--- config.mk ---
export PLATFORM = sky130hd
export DESIGN_NAME = topk_select
export DESIGN_NICKNAME = d
export VERILOG_FILES = /design/src/rtl/topk_pkg.sv /design/src/rtl/topk_cmp.sv /design/src/rtl/topk_list.sv /design/src/rtl/topk_ctrl.sv /design/src/rtl/topk_select.sv
export SDC_FILE = /design/constraint.sdc
export NUM_CORES = 1
export LEC_CHECK = 0
export ABC_AREA = 1
export BUFFER_PORTS_ARGS = -buffer_cell sky130_fd_sc_hd__buf_2
export CAP_MARGIN = 20
export CORE_ASPECT_RATIO = 1.4
export CORE_MARGIN = 3
export CORE_UTILIZATION = 63
export DETAILED_ROUTE_END_ITERATION = 10
export PLACE_DENSITY = 0.82
export SYNTH_ARGS = -nofsm -noshare
export SYNTH_HDL_FRONTEND = slang
export SYNTH_HIERARCHICAL = 1
export SYNTH_SLANG_ARGS = --single-unit
--- constraint.sdc ---
create_clock -name clk_i -period 6.33 [get_ports clk_i]
set_input_delay 1.266 -clock clk_i [delete_from_list [all_inputs] [get_ports clk_i]]
set_output_delay 1.266 -clock clk_i [all_outputs]
set_load 0.05 [all_outputs]
--- src/rtl/topk_pkg.sv ---
package topk_pkg;
  typedef enum logic {
    ST_COLLECT = 1'b0,
    ST_EMIT    = 1'b1
  } topk_state_e;
endpackage

--- src/rtl/topk_cmp.sv ---
module topk_cmp #(
  parameter int DIST_W = 16
) (
  input  logic [DIST_W-1:0] new_i,
  input  logic [DIST_W-1:0] old_i,
  input  logic              occ_i,
  input  logic              largest_i,
  output logic              better_o
);
  // an empty slot always takes the newcomer; ties never win
  assign better_o = !occ_i || (largest_i ? (new_i > old_i) : (new_i < old_i));
endmodule

--- src/rtl/topk_list.sv ---
module topk_list #(
  parameter int DIST_W = 16,
  parameter int ID_W   = 12,
  parameter int DEPTH  = 8,
  parameter int CNT_W  = $clog2(DEPTH + 1)
) (
  input  logic              clk_i,
  input  logic              rst_ni,
  input  logic              ins_i,
  input  logic              pop_i,
  input  logic              largest_i,
  input  logic [CNT_W-1:0]  cap_i,
  input  logic [DIST_W-1:0] dist_i,
  input  logic [ID_W-1:0]   id_i,
  output logic [DIST_W-1:0] head_dist_o,
  output logic [ID_W-1:0]   head_id_o,
  output logic [CNT_W-1:0]  cnt_o,
  output logic [CNT_W-1:0]  cnt_nxt_o
);
  logic [DIST_W-1:0] dist_q [DEPTH];
  logic [DIST_W-1:0] dist_d [DEPTH];
  logic [ID_W-1:0]   id_q   [DEPTH];
  logic [ID_W-1:0]   id_d   [DEPTH];
  logic [CNT_W-1:0]  cnt_q;
  logic [DEPTH-1:0]  better;
  logic [CNT_W-1:0]  pos;
  logic              accept;

  for (genvar g = 0; g < DEPTH; g++) begin : g_cmp
    topk_cmp #(.DIST_W(DIST_W)) u_cmp (
      .new_i    (dist_i),
      .old_i    (dist_q[g]),
      .occ_i    (CNT_W'(g) < cnt_q),
      .largest_i(largest_i),
      .better_o (better[g])
    );
  end

  // list is sorted, so better[] is a thermometer; pos is its first set bit
  always_comb begin
    pos = CNT_W'(DEPTH);
    for (int i = DEPTH - 1; i >= 0; i--) begin
      if (better[i]) pos = CNT_W'(i);
    end
  end

  assign accept = ins_i && (pos < cap_i);

  always_comb begin
    dist_d = dist_q;
    id_d   = id_q;
    if (accept) begin
      for (int i = 0; i < DEPTH; i++) begin
        if (CNT_W'(i) == pos) begin
          dist_d[i] = dist_i;
          id_d[i]   = id_i;
        end
      end
      for (int i = 1; i < DEPTH; i++) begin
        if (CNT_W'(i) > pos) begin
          dist_d[i] = dist_q[i-1];
          id_d[i]   = id_q[i-1];
        end
      end
    end else if (pop_i) begin
      for (int i = 0; i < DEPTH - 1; i++) begin
        dist_d[i] = dist_q[i+1];
        id_d[i]   = id_q[i+1];
      end
    end
  end

  always_comb begin
    cnt_nxt_o = cnt_q;
    if (accept && (cnt_q < cap_i))    cnt_nxt_o = cnt_q + 1'b1;
    else if (pop_i && (cnt_q != '0))  cnt_nxt_o = cnt_q - 1'b1;
  end

  always_ff @(posedge clk_i) begin
    dist_q <= dist_d;
    id_q   <= id_d;
  end

  always_ff @(posedge clk_i or negedge rst_ni) begin
    if (!rst_ni) cnt_q <= '0;
    else         cnt_q <= cnt_nxt_o;
  end

  assign head_dist_o = dist_q[0];
  assign head_id_o   = id_q[0];
  assign cnt_o       = cnt_q;
endmodule

--- src/rtl/topk_ctrl.sv ---
module topk_ctrl
  import topk_pkg::*;
#(
  parameter int DIST_W = 16,
  parameter int DEPTH  = 8,
  parameter int CNT_W  = $clog2(DEPTH + 1)
) (
  input  logic              clk_i,
  input  logic              rst_ni,
  input  logic              in_valid_i,
  input  logic              in_last_i,
  input  logic [DIST_W-1:0] in_dist_i,
  input  logic [CNT_W-1:0]  cfg_k_i,
  input  logic [DIST_W-1:0] cfg_thr_i,
  input  logic              cfg_radius_i,
  input  logic              cfg_largest_i,
  input  logic              out_ready_i,
  input  logic [CNT_W-1:0]  cnt_i,
  input  logic [CNT_W-1:0]  cnt_nxt_i,
  output logic              in_ready_o,
  output logic              out_valid_o,
  output logic              out_last_o,
  output logic              ins_o,
  output logic              pop_o,
  output logic              largest_o,
  output logic              radius_o,
  output logic [CNT_W-1:0]  cap_o,
  output logic [CNT_W-1:0]  count_o,
  output logic              overflow_o
);
  localparam logic [CNT_W-1:0] FULL = CNT_W'(DEPTH);

  topk_state_e       state_q;
  logic              first_q;
  logic [CNT_W-1:0]  k_q, k_e;
  logic [DIST_W-1:0] thr_q, thr_e;
  logic              radius_q, largest_q;
  logic [CNT_W-1:0]  total_q;
  logic              ovf_q;
  logic              in_fire, qualify, emit_done;

  // first beat of a query uses live config, later beats the latched copy
  assign k_e       = first_q ? cfg_k_i       : k_q;
  assign thr_e     = first_q ? cfg_thr_i     : thr_q;
  assign radius_o  = first_q ? cfg_radius_i  : radius_q;
  assign largest_o = first_q ? cfg_largest_i : largest_q;

  assign in_ready_o = (state_q == ST_COLLECT);
  assign in_fire    = in_valid_i && in_ready_o;
  assign qualify    = !radius_o || (in_dist_i <= thr_e);
  assign ins_o      = in_fire && qualify;
  assign cap_o      = radius_o ? FULL : ((k_e > FULL) ? FULL : k_e);

  assign out_valid_o = (state_q == ST_EMIT) && (cnt_i != '0);
  assign out_last_o  = out_valid_o && (cnt_i == CNT_W'(1));
  assign pop_o       = out_valid_o && out_ready_i;
  assign emit_done   = (state_q == ST_EMIT) && ((cnt_i == '0) || (pop_o && out_last_o));

  always_ff @(posedge clk_i or negedge rst_ni) begin
    if (!rst_ni) begin
      state_q   <= ST_COLLECT;
      first_q   <= 1'b1;
      k_q       <= '0;
      thr_q     <= '0;
      radius_q  <= 1'b0;
      largest_q <= 1'b0;
      total_q   <= '0;
      ovf_q     <= 1'b0;
    end else begin
      if (in_fire) begin
        first_q <= 1'b0;
        ovf_q   <= (ovf_q & ~first_q) | (ins_o & radius_o & (cnt_i == FULL));
        if (first_q) begin
          k_q       <= cfg_k_i;
          thr_q     <= cfg_thr_i;
          radius_q  <= cfg_radius_i;
          largest_q <= cfg_largest_i;
        end
        if (in_last_i) begin
          state_q <= ST_EMIT;
          total_q <= cnt_nxt_i;
        end
      end
      if (emit_done) begin
        state_q <= ST_COLLECT;
        first_q <= 1'b1;
      end
    end
  end

  assign count_o    = total_q;
  assign overflow_o = ovf_q;
endmodule

--- src/rtl/topk_select.sv ---
module topk_select #(
  parameter int DIST_W = 16,
  parameter int ID_W   = 12,
  parameter int DEPTH  = 8,
  parameter int CNT_W  = $clog2(DEPTH + 1)
) (
  input  logic              clk_i,
  input  logic              rst_ni,
  input  logic [CNT_W-1:0]  cfg_k_i,
  input  logic [DIST_W-1:0] cfg_thr_i,
  input  logic              cfg_radius_i,
  input  logic              cfg_largest_i,
  input  logic              in_valid_i,
  output logic              in_ready_o,
  input  logic [DIST_W-1:0] in_dist_i,
  input  logic [ID_W-1:0]   in_id_i,
  input  logic              in_last_i,
  output logic              out_valid_o,
  input  logic              out_ready_i,
  output logic [DIST_W-1:0] out_dist_o,
  output logic [ID_W-1:0]   out_id_o,
  output logic              out_last_o,
  output logic [CNT_W-1:0]  count_o,
  output logic              overflow_o
);
  logic             ins, pop, dir_largest, dir_radius;
  logic [CNT_W-1:0] cap, cnt, cnt_nxt;

  topk_ctrl #(.DIST_W(DIST_W), .DEPTH(DEPTH), .CNT_W(CNT_W)) u_ctrl (
    .clk_i        (clk_i),
    .rst_ni       (rst_ni),
    .in_valid_i   (in_valid_i),
    .in_last_i    (in_last_i),
    .in_dist_i    (in_dist_i),
    .cfg_k_i      (cfg_k_i),
    .cfg_thr_i    (cfg_thr_i),
    .cfg_radius_i (cfg_radius_i),
    .cfg_largest_i(cfg_largest_i),
    .out_ready_i  (out_ready_i),
    .cnt_i        (cnt),
    .cnt_nxt_i    (cnt_nxt),
    .in_ready_o   (in_ready_o),
    .out_valid_o  (out_valid_o),
    .out_last_o   (out_last_o),
    .ins_o        (ins),
    .pop_o        (pop),
    .largest_o    (dir_largest),
    .radius_o     (dir_radius),
    .cap_o        (cap),
    .count_o      (count_o),
    .overflow_o   (overflow_o)
  );

  topk_list #(.DIST_W(DIST_W), .ID_W(ID_W), .DEPTH(DEPTH), .CNT_W(CNT_W)) u_list (
    .clk_i      (clk_i),
    .rst_ni     (rst_ni),
    .ins_i      (ins),
    .pop_i      (pop),
    .largest_i  (dir_largest),
    .cap_i      (cap),
    .dist_i     (in_dist_i),
    .id_i       (in_id_i),
    .head_dist_o(out_dist_o),
    .head_id_o  (out_id_o),
    .cnt_o      (cnt),
    .cnt_nxt_o  (cnt_nxt)
  );
endmodule

; ---- Yosys cells after proc, flatten, opt, wreduce, memory -nomap -nowiden
; Index checks and enable logic that the tools add are counted.
[word_totals]
in_bits = 55
reg_bits = 257
[op_classes]
magnitude_cmp = 35
n_mux = 63
n_reduce_logical = 46
eq_ne = 16
n_bitwise = 6
add_sub_neg = 2
[ops]
columns = operator, n
row1 = 16-bit two-way mux, 16
row2 = 112-bit two-way mux, 2
row3 = 12-bit two-way mux, 15
row4 = 84-bit two-way mux, 2
row5 = 16-bit greater-than comparator, 8
row6 = 16-bit less-than comparator, 8
row7 = 4-bit two-way mux, 13
row8 = 2-bit AND reduction, 10
row9 = "3-bit inequality test, second input constant", 6
row10 = "3-bit by 4-bit == test with 1-bit output, first input constant", 4
row11 = "3-bit by 4-bit greater-than comparator with 1-bit output, first input constant", 4
row12 = 16-bit less-or-equal comparator, 1
row13 = "3-bit by 4-bit less-than comparator with 1-bit output, first input constant", 4
row14 = 1-bit two-way mux, 15
row15 = 1-bit logical AND, 10
row16 = 1-bit logical OR, 10
row17 = 1-bit zero test, 9
row18 = "2-bit by 4-bit == test with 1-bit output, first input constant", 2
row19 = "2-bit by 4-bit greater-than comparator with 1-bit output, first input constant", 2
row20 = 4-bit zero test, 2
row21 = "1-bit by 4-bit less-than comparator with 1-bit output, first input constant", 2
row22 = "2-bit by 4-bit less-than comparator with 1-bit output, first input constant", 2
row23 = 4-bit less-than comparator, 2
row24 = 2-bit nonzero test, 4
row25 = 12 further kinds, 15

; ---- Depth between registers and ports, before layout
; Gate-level depths: netlist of run 1.
[depth]
depth_word = 15
depth_mapped = 30

; ---- By module
; Netlist of run 1, hierarchy kept.
[by_module_without_submodules]
columns = mod, seq_area_each_um2, area_per_inst_um2, n_inst, cells_each
row1 = topk_list, 6826.5, 12479.5, 1, 1340
row2 = topk_cmp, 0.0, 452.9, 8, 77
row3 = topk_ctrl, 726.9, 1824.2, 1, 236

; ---- Least setup slack after synthesis of run 1
; Ideal clock, no wire load.
[synth_path]
path_type = input-to-reg
from = in in_dist_i[11]
to = reg u_list/dist_q[0] (netlist name), enable pin
path_slack_ns = 1.078
n_path_buf = 2
setup_ns = 0.413
path_stages = 18
required_time_ns = 5.917
arrival_ns = 4.840
path_cell_list = ha_1 > a21oi_1 > nand2_1 > a21oi_1 > nand2_1 > nand2_1 > nand3_1 > nor2_4 > nand2_2 > inv_1 > nand2_1 > inv_1 > ha_1 > a211oi_2 > nand2_4 > buf_6 > buf_2 > nor2_1
[synth_rtl]
columns = item, line_no
row1 = "start, declared", topk_select.sv:15  ; input logic [DIST_W-1:0] in_dist_i,
row2 = 16-bit less-than comparator / 16-bit greater-than comparator (equally long branches), topk_cmp.sv:11  ; assign better_o = !occ_i || (largest_i ? (new_i > old_i) : (new_i < old_i));
row3 = 1-bit two-way mux (*), topk_cmp.sv:11
row4 = 1-bit logical OR (*), topk_cmp.sv:11
row5 = net u_list.better[1], topk_list.sv:25  ; logic [DEPTH-1:0] better;
row6 = 4-bit two-way mux (*) (2 in series), topk_list.sv:43  ; if (better[i]) pos = CNT_W'(i);
row7 = 3-bit by 4-bit greater-than comparator with 1-bit output (tied with other cells), topk_list.sv:60  ; if (CNT_W'(i) > pos) begin
row8 = 2-bit nonzero test (no source line) / 1-bit logical AND (equally long branches), n/a
row9 = 2-bit AND reduction (no source line) (*), n/a
row10 = "end signal, assigned", topk_list.sv:80  ; dist_q <= dist_d;
row11 = "end, declared", topk_list.sv:20  ; logic [DIST_W-1:0] dist_q [DEPTH];
; The timed path passes the listed nets; every way through them passes the cells marked *.
; A chain may end at the register's enable or synchronous reset.

; ---- Worst setup path in the final report of run 1
[layout_path]
from = in in_dist_i[5]
to = reg u_list/id_q[13] (netlist name), enable pin
[layout_rtl]
columns = item, line_no
row1 = 16-bit less-than comparator / 16-bit greater-than comparator (equally long branches), topk_cmp.sv:11
row2 = 1-bit two-way mux (*), topk_cmp.sv:11
row3 = 1-bit logical OR (*), topk_cmp.sv:11
row4 = net u_list.better[4], topk_list.sv:25
row5 = 4-bit two-way mux (*) (5 in series), topk_list.sv:43
row6 = 4-bit less-than comparator, topk_list.sv:47  ; assign accept = ins_i && (pos < cap_i);
row7 = 1-bit logical AND, topk_list.sv:47
row8 = 3-bit inequality test (no source line) / 2-bit nonzero test (equally long branches), n/a
row9 = 2-bit AND reduction (no source line) (*), n/a
row10 = "end signal, assigned", topk_list.sv:81  ; id_q <= id_d;
row11 = "end, declared", topk_list.sv:22  ; logic [ID_W-1:0] id_q [DEPTH];
; Marks and branches as above.

==> flow_summary.toml, run 1 <==
[clocking]
post_cts_resized = 0
clockBufferDepth = 3
holdBufCountCts = 0
cts_setup_buffers = 0
clock_latency_ns = 0.56
numCtsBuffers = 27
htree_levels = 1
clk_pin_slew_worst_paths_ns = 0.06
cts_tree = "done"
cts_root_buf = "clkbuf_16"
numClockSinks = 257

[timing]
rsz0062_at_grt = "no"
fin_skew_ns = 0.0135
timing.hold.ws_ns = 0.474
fmax_mhz = 193
slew_headroom_pct = 31.4
hold_viol = 0
tightest_slew_ns = 1.03
finalMaxSlewViolations = 0
setup_viol = 0
min_period_ns = 5.19
timing.final.crit_share_pct = 82.0
setup_tns_ns = 0

[yosys]
ys_types = 38
yosysWarningCount = 6
synth_simple_gate_area_share_pct = 20.3
seq_area_frac_synth_pct = 42.1
avgSynthCellArea_sq_um = 8.18
yosys-top-cells-area = "edfxtp_1, nand2_1, ha_1"
synth_cells = 2192
syn_nets = 2400
async_flop_share_pct = 12.8
ys_ff_latch = 257
syn-cell-area_sq_um = 17900
yosys.area_share.adder_pct = 10.7
synth_top_family_by_area = "simple AND/OR/NAND/NOR gates"
synthMuxAreaShare_pct = 0.251
yosysTopAreaCellShare_pct = 37.5
yosys.area.top_type = "edfxtp_1"
synth_edf_count = 224
synth_xor_area_share_pct = 0.195
synth_compound_area_share_pct = 15.9
synthFlopType = "edfxtp_1"

[drt]
via_count = 15300
highest_layer = "met4"
routedWlPerCell_microns = 19.8
met1_length_mm = 18.1
initialDrtViolationCount = 1568
wl_met3_mm = 3.76
dr_wl_met2_mm = 25.3
drt_wl_total_mm = 51.4
ant_nets = 0
drcViolationCount = 0
routed_via_density = 5.90
drtPass1Iterations = 5

[cells_and_area]
n_fill_cell = 2281
fin_area_sq_um = 19100
fin_cells = 2597
post-route-util_pct = 68.5
final_common_cell = "nand2_1"
fin_nets = 2415
drive_above_1_share_pct = 14.8
area_growth_pct = 6.38
final_cell_mix = "nand2_1, inv_1, edfxtp_1, o21ai_0, ha_1"
antenna_cells = 0

[min_path]
hold_path_depth = 2
hold_path_class = "reg -> reg"
whs_endpoint = "u_ctrl/overflow_o"
hp-start = "u_ctrl/overflow_o"

[power]
powerDensity_nw_per_um2 = 635
combinationalPowerShare_pct = 53.2
ir_drop_v = 0.000486
pwr-share-seq_pct = 34.1
clockPowerShare_pct = 12.7
switching_power_mw = 5.93
p_int_mw = 6.18
p_leak_nw = 8.94
p_sw_share_pct = 49.0

[placed_design]
gp_congestion = 0.961
dpl_cell_area_sq_um = 18200
dp_cells = 2546
io_buffers = 90
dp_hpwl_mm = 35.4

[status]
status = "complete, no violations"

[die]
dieArea_sq_um = 30500
fp-row-count = 72
core-area_sq_um = 27800
initial_core_util_pct = 64.4
dieHeight_microns = 206
io_pins = 91
die_x_microns = 149

[setup_path]
cp_data_required_time_ns = 6.54
r2r-start = "u_list/dist_q[53]"
arrival_ns = 5.40
reg2reg_depth = 22
end_kind = "flop"
cp_max_fo = 52
startpoint_type = "primary input"
ff2ff_setup_slack_ns = 1.68
timing.rr.end = "u_list/id_q[13]"
crit_type = "in -> reg"

[grt]
antenna_found_initial = 0
grt_usage_pct = 33.4
grt_pass1_wl_mm = 79.4
grt_pass1_vias = 15000
grt_start_max_net_pins = 146
overflow = 0

[job]
maxCapViolCount = 0
==> Yosys cell counts (4+ instances only) <==
cell / number
nand2_1: 712
a21o_1: 9
buf_2: 29
clkinv_1: 8
nand3_1: 88
xor2_1: 4
a21oi_1: 58
nor2_2: 19
inv_2: 24
inv_1: 237
ha_1: 153
nor2_1: 62
edfxtp_1: 224
nand4_1: 14
nand2_2: 5
o21ai_2: 112
buf_6: 29
buf_4: 37
o21ai_1: 89
a211oi_2: 4
mux2_2: 4
clkbuf_1: 29
o21ai_0: 193
dfrtp_1: 32
==> how the worst max path moves through the flow <==
stage | start | end | slack (ns) | cells past startpoint
global placement | in_dist_i[5] | u_list/id_q[13] | 0.81 | 22
finish | in_dist_i[5] | u_list/id_q[13] | 1.14 | 22
detailed placement | in_dist_i[5] | u_list/id_q[13] | 0.70 | 22
CTS | in_dist_i[5] | u_list/id_q[18] | 1.20 | 22
floorplan | in_dist_i[11] | u_list/dist_q[0] | 1.08 | 18
global route | in_dist_i[5] | u_list/id_q[18] | 0.90 | 22
==> cells by family (layout without fill, tap and decap cells) <==
kind of cell / Yosys count / in the layout
compound gates: 469 / 469
xor+xnor: 4 / 4
fa+ha+maj: 153 / 153
buf+inv: 397 / 432
flops: 257 / 257
mux: 4 / 4
simple gates: 908 / 908
==> critical path: stages <==
cell and delay (ns):
buf_2 0.26, ha_1 0.30, a21oi_1 0.17, nor2_1 0.07, nor2_1 0.23, nand2_1 0.14, nand2_1 0.10, nand2_1 0.05
nand2_1 0.05, nand3_1 0.09, nor2_1 0.16, inv_1 0.09, nor2_1 0.22, nand2_1 0.12, inv_1 0.11, ha_1 0.27
a211oi_4 0.35, nand2_8 0.27, nand2_1 0.17, nand2_1 0.06, inv_1 0.35, buf_4 0.47
==> power groups by stage <==
| stage | clock network, mW | logic [mW] | registers [mW] |
|---|---|---|---|
| finish | 1.54 | 6.44 | 4.13 |
| global route | 1.63 | 7.13 | 4.20 |
| CTS | 1.57 | 6.35 | 4.11 |
| detailed placement | 0 | 6.31 | 4.12 |
| global placement | 0 | 6.10 | 4.11 |
| floorplan | 0 | 5.02 | 3.83 |
==> flip-flops by register name (all words and copies together), names as in the netlist <==
register	flops
u_ctrl/thr_q	16
u_ctrl/k_q	4
u_ctrl/first_q	1
u_list/id_q	84
u_ctrl/radius_q	1
u_ctrl/overflow_o	1
u_list/head_dist_o	16
u_ctrl/count_o	4
u_ctrl/state_q	1
u_ctrl/largest_q	1
u_list/head_id_o	12
u_list/dist_q	112
u_list/cnt_o	4
==> cell type report <==
cell class,count,area [sq um],area share [%]
clock inverter,18,134,0.702
multi-input combinational,1538,8520,44.7
clock buffer,31,691,3.62
tap,370,463,2.43
inverter,269,1010,5.29
sequential,257,7550,39.6
timing repair buffer,114,696,3.65
==> stage by stage <==
step	worst slack [ns]	total power, mW
after floorplan	1.08	8.85
after global placement	0.810	10.2
after detailed placement	0.701	10.4
after CTS	1.20	12.0
after global routing	0.904	13.0
final	1.14	12.1
==> metal layers <==
metal | vias up | track usage (%)
met4 | 0 | 23.3
li1 | 7235 | -
met2 | 750 | 58.4
met3 | 234 | 3.88
met5 | - | 0
met1 | 7095 | 37.8
Note: power is estimated with default switching activity, not from simulation.
==> run 2: changes to the inputs <==
--- a/config.mk
+++ b/config.mk
@@ -5,14 +5,14 @@
 export SDC_FILE = /design/constraint.sdc
 export NUM_CORES = 1
 export LEC_CHECK = 0
-export ABC_AREA = 1
+export ABC_AREA = 0
 export BUFFER_PORTS_ARGS = -buffer_cell sky130_fd_sc_hd__buf_2
 export CAP_MARGIN = 20
 export CORE_ASPECT_RATIO = 1.4
 export CORE_MARGIN = 3
-export CORE_UTILIZATION = 63
+export CORE_UTILIZATION = 57
 export DETAILED_ROUTE_END_ITERATION = 10
-export PLACE_DENSITY = 0.82
+export PLACE_DENSITY = 0.78
 export SYNTH_ARGS = -nofsm -noshare
 export SYNTH_HDL_FRONTEND = slang
 export SYNTH_HIERARCHICAL = 1
==> constraint.sdc (replaced) <==
create_clock -name clk_i -period 4.4 [get_ports clk_i]
set_input_delay 0.88 -clock clk_i [delete_from_list [all_inputs] [get_ports clk_i]]
set_output_delay 0.88 -clock clk_i [all_outputs]
set_load 0.05 [all_outputs]
==> flow_summary.toml, run 2 <==
[status]
status = "finished with violations"
violations = "setup timing"

[setup_path]
crit_family = "simple AND/OR/NAND/NOR gates"
arrival_ns = 4.97
cp_slowest_cell = "o21ai_0"
crit_type = "in -> reg"
cp_max_fo = 15
cp_data_required_time_ns = 4.68
crit_top_cell = "buf_12"
end_kind = "flop"
cp_cell_sequence = "buf_4, ha_1, nand2_1, o21ai_0, nand4_1, and4b_4, mux2i_4, nor4_4, nor2b_2, ha_2, a21oi_2, nand2_1, and4bb_4, or2_4, buf_6, buf_8, buf_12, a21oi_4, buf_12, buf_12"
startpoint_type = "primary input"
critPathBufInv = 6
cpPeakStageDelay_ns = 0.42

[drt]
routed_via_density = 6.47
initialDrtViolationCount = 1732
ant_nets = 0
via_count = 14900
routedWlPerCell_microns = 25.0
drtPass1Iterations = 6
drcViolationCount = 0
drt_wl_total_mm = 57.8

[grt]
grt_start_max_net_pins = 100
antenna_found_initial = 0
grt_pass1_vias = 14600
grt_usage_pct = 28.7
overflow = 0
grt_pass1_wl_mm = 75.3

[yosys]
syn-cell-area_sq_um = 17400
yosysWarningCount = 6
avgSynthCellArea_sq_um = 10.3
synthFlopType = "edfxtp_1"
synth_commonest_cells = "nand2_1, edfxtp_1, mux2i_1"
yosysTopAreaCellShare_pct = 38.8
synth_cells = 1686
synth_edf_count = 224
syn_nets = 1894
seq_area_frac_synth_pct = 43.5
async_flop_share_pct = 12.8
ys_ff_latch = 257
yosys-top-cells-area = "edfxtp_1, mux2i_1, ha_1"
yosysMostFrequentCell = "nand2_1"
yosys.area.top_type = "edfxtp_1"
ys_types = 57

[power]
p_sw_share_pct = 44.3
ir_drop_v = 0.000695
p_int_mw = 11.8
switching_power_mw = 9.40
powerDensity_nw_per_um2 = 955
pwr-share-seq_pct = 27.6
clockPowerShare_pct = 12.6
p_leak_nw = 9.52
combinationalPowerShare_pct = 59.8

[die]
core-area_sq_um = 30000
io_pins = 91
dieHeight_microns = 212
initial_core_util_pct = 57.8
dieArea_sq_um = 32600
die_x_microns = 153
fp-row-count = 75

[cells_and_area]
fin_nets = 2112
drive_above_1_share_pct = 28.2
largest_registers = "u_list/dist_q: 112 flops, u_list/id_q: 84 flops"
final_cell_mix = "nand2_1, edfxtp_1, mux2i_1, o21ai_1, buf_4"
area_growth_pct = 28.0
final_common_cell = "nand2_1"
largest_reg_flops = 112
regMostFlops = "u_list/dist_q"
antenna_cells = 0

[min_path]
hold_path_class = "in -> async"

[clocking]
clk_pin_slew_worst_paths_ns = 0.07
cts_root_buf = "clkbuf_16"
numCtsBuffers = 28
clock_latency_ns = 0.60
cts_tree = "done"
holdBufCountCts = 0
numClockSinks = 257
htree_levels = 1
clockBufferDepth = 3

[timing]
setup_viol = 399
fmax_mhz = 213
rsz0062_at_grt = "yes"
min_period_ns = 4.69
hold_viol = 0
fin_ws_ns = -0.289
timing.final.crit_share_pct = 107
finalMaxSlewViolations = 0
fin_skew_ns = 0.0466
tightest_slew_ns = 0.762
timing.hold.ws_ns = 0.363
setup_tns_ns = -62.44
slew_headroom_pct = 49.0

[placed_design]
dp_worst_setup_slack_ns = -0.804
gp_congestion = 0.952
dp_hpwl_mm = 33.2
io_buffers = 90

[job]
maxCapViolCount = 0
-- run 2: changes by cell type in the layout (fill, tap and decap cells not counted), moves of 99 or more --
cell     change
nand2_1    -447
mux2i_1    +190
o21ai_0    -156
buf_4      +132
o21ai_2    -113
inv_1       -99
-- run 2: power groups by stage --
stage / Clock, mW / Sequential [mW] / Combinational (mW)
floorplan: 0 / 5.52 / 6.91
global placement: 0 / 5.76 / 9.31
detailed placement: 0 / 5.79 / 9.71
CTS: 2.66 / 5.76 / 10.1
global route: 2.77 / 5.95 / 13.3
finish: 2.67 / 5.85 / 12.7
-- run 2: area by class of cell --
type	instances	area, sq um
tap	385	482
multi-input combinational	1161	9380
fill	1776	7810
clock buffer	28	701
inverter	140	526
clock inverter	23	315
timing repair buffer	316	3260
sequential	257	7550
-- run 2: repair_timing --
| item | in CTS | in global routing |
|---|---|---|
| resized for setup | 49 | 87 |
| buffers inserted | 17 | 21 |
| pin swaps | 10 | 27 |
| endpoints found under the setup margin | 225 | 352 |
| gates cloned | 2 | 33 |
-- run 2: worst paths after layout --
kind / start / end / slack, ns / cells past startpoint
setup / recovery: in_dist_i[7] / u_list/id_q[53] / -0.29 / 20
setup reg to reg: u_list/head_dist_o[7] / u_list/id_q[53] / -0.22 / 20
max in group asynchronous: rst_ni / u_list/cnt_o[3] / 3.54 / 1
hold / removal: rst_ni / u_list/cnt_o[2] / 0.36 / 1
min in group clk_i: in_valid_i / u_ctrl/first_q / 0.49 / 2
hold reg to reg: u_ctrl/overflow_o / u_ctrl/overflow_o / 0.49 / 2
-- run 2: cells by family after synthesis --
group / after synthesis / share of synthesized area (%)
adders and majority gates: 153 / 11.0
muxes: 252 / 15.3
DFF: 257 / 43.5
buffers and inverters: 269 / 7.08
and+or+nand+nor: 453 / 13.3
AOI/OAI and AO/OA: 300 / 9.62
xor gates and xnor gates: 2 / 0.101
-- run 2: layer usage --
metal	GRT usage (%)	up-vias	share of wire, %
met4	13.6	0	7.2
met1	32.2	7139	34
li1	-	6397	-
met3	3.48	351	8.7
met2	53.9	1052	50
met5	0	-	0
-- run 2: through the flow --
stage | std cells | power [mW] | utilization [%] | instance area [sq um]
6_report | 2310 | 21.2 | 74.0 | 22200
5_1_grt | 2310 | 22.1 | 74.0 | 22200
4_1_cts | 2256 | 18.6 | 69.7 | 20900
3_5_place_dp | 2186 | 15.5 | 64.5 | 19400
3_3_place_gp | 2186 | 15.1 | 64.5 | 19400
2_1_floorplan | 1686 | 12.4 | - | 17800
-- run 2: worst reg2reg max path, stage by stage, from the launching register on --
cell	delay [ns]
edfxtp_1	0.38
inv_1	0.07
ha_1	0.30
nand2_1	0.16
o21ai_0	0.42
nand4_1	0.19
and4b_4	0.24
mux2i_4	0.22
nor4_4	0.40
nor2b_2	0.21
ha_2	0.20
a21oi_2	0.07
nand2_1	0.10
and4bb_4	0.22
or2_4	0.26
buf_6	0.13
buf_8	0.13
buf_12	0.15
a21oi_4	0.16
buf_12	0.17
buf_12	0.15
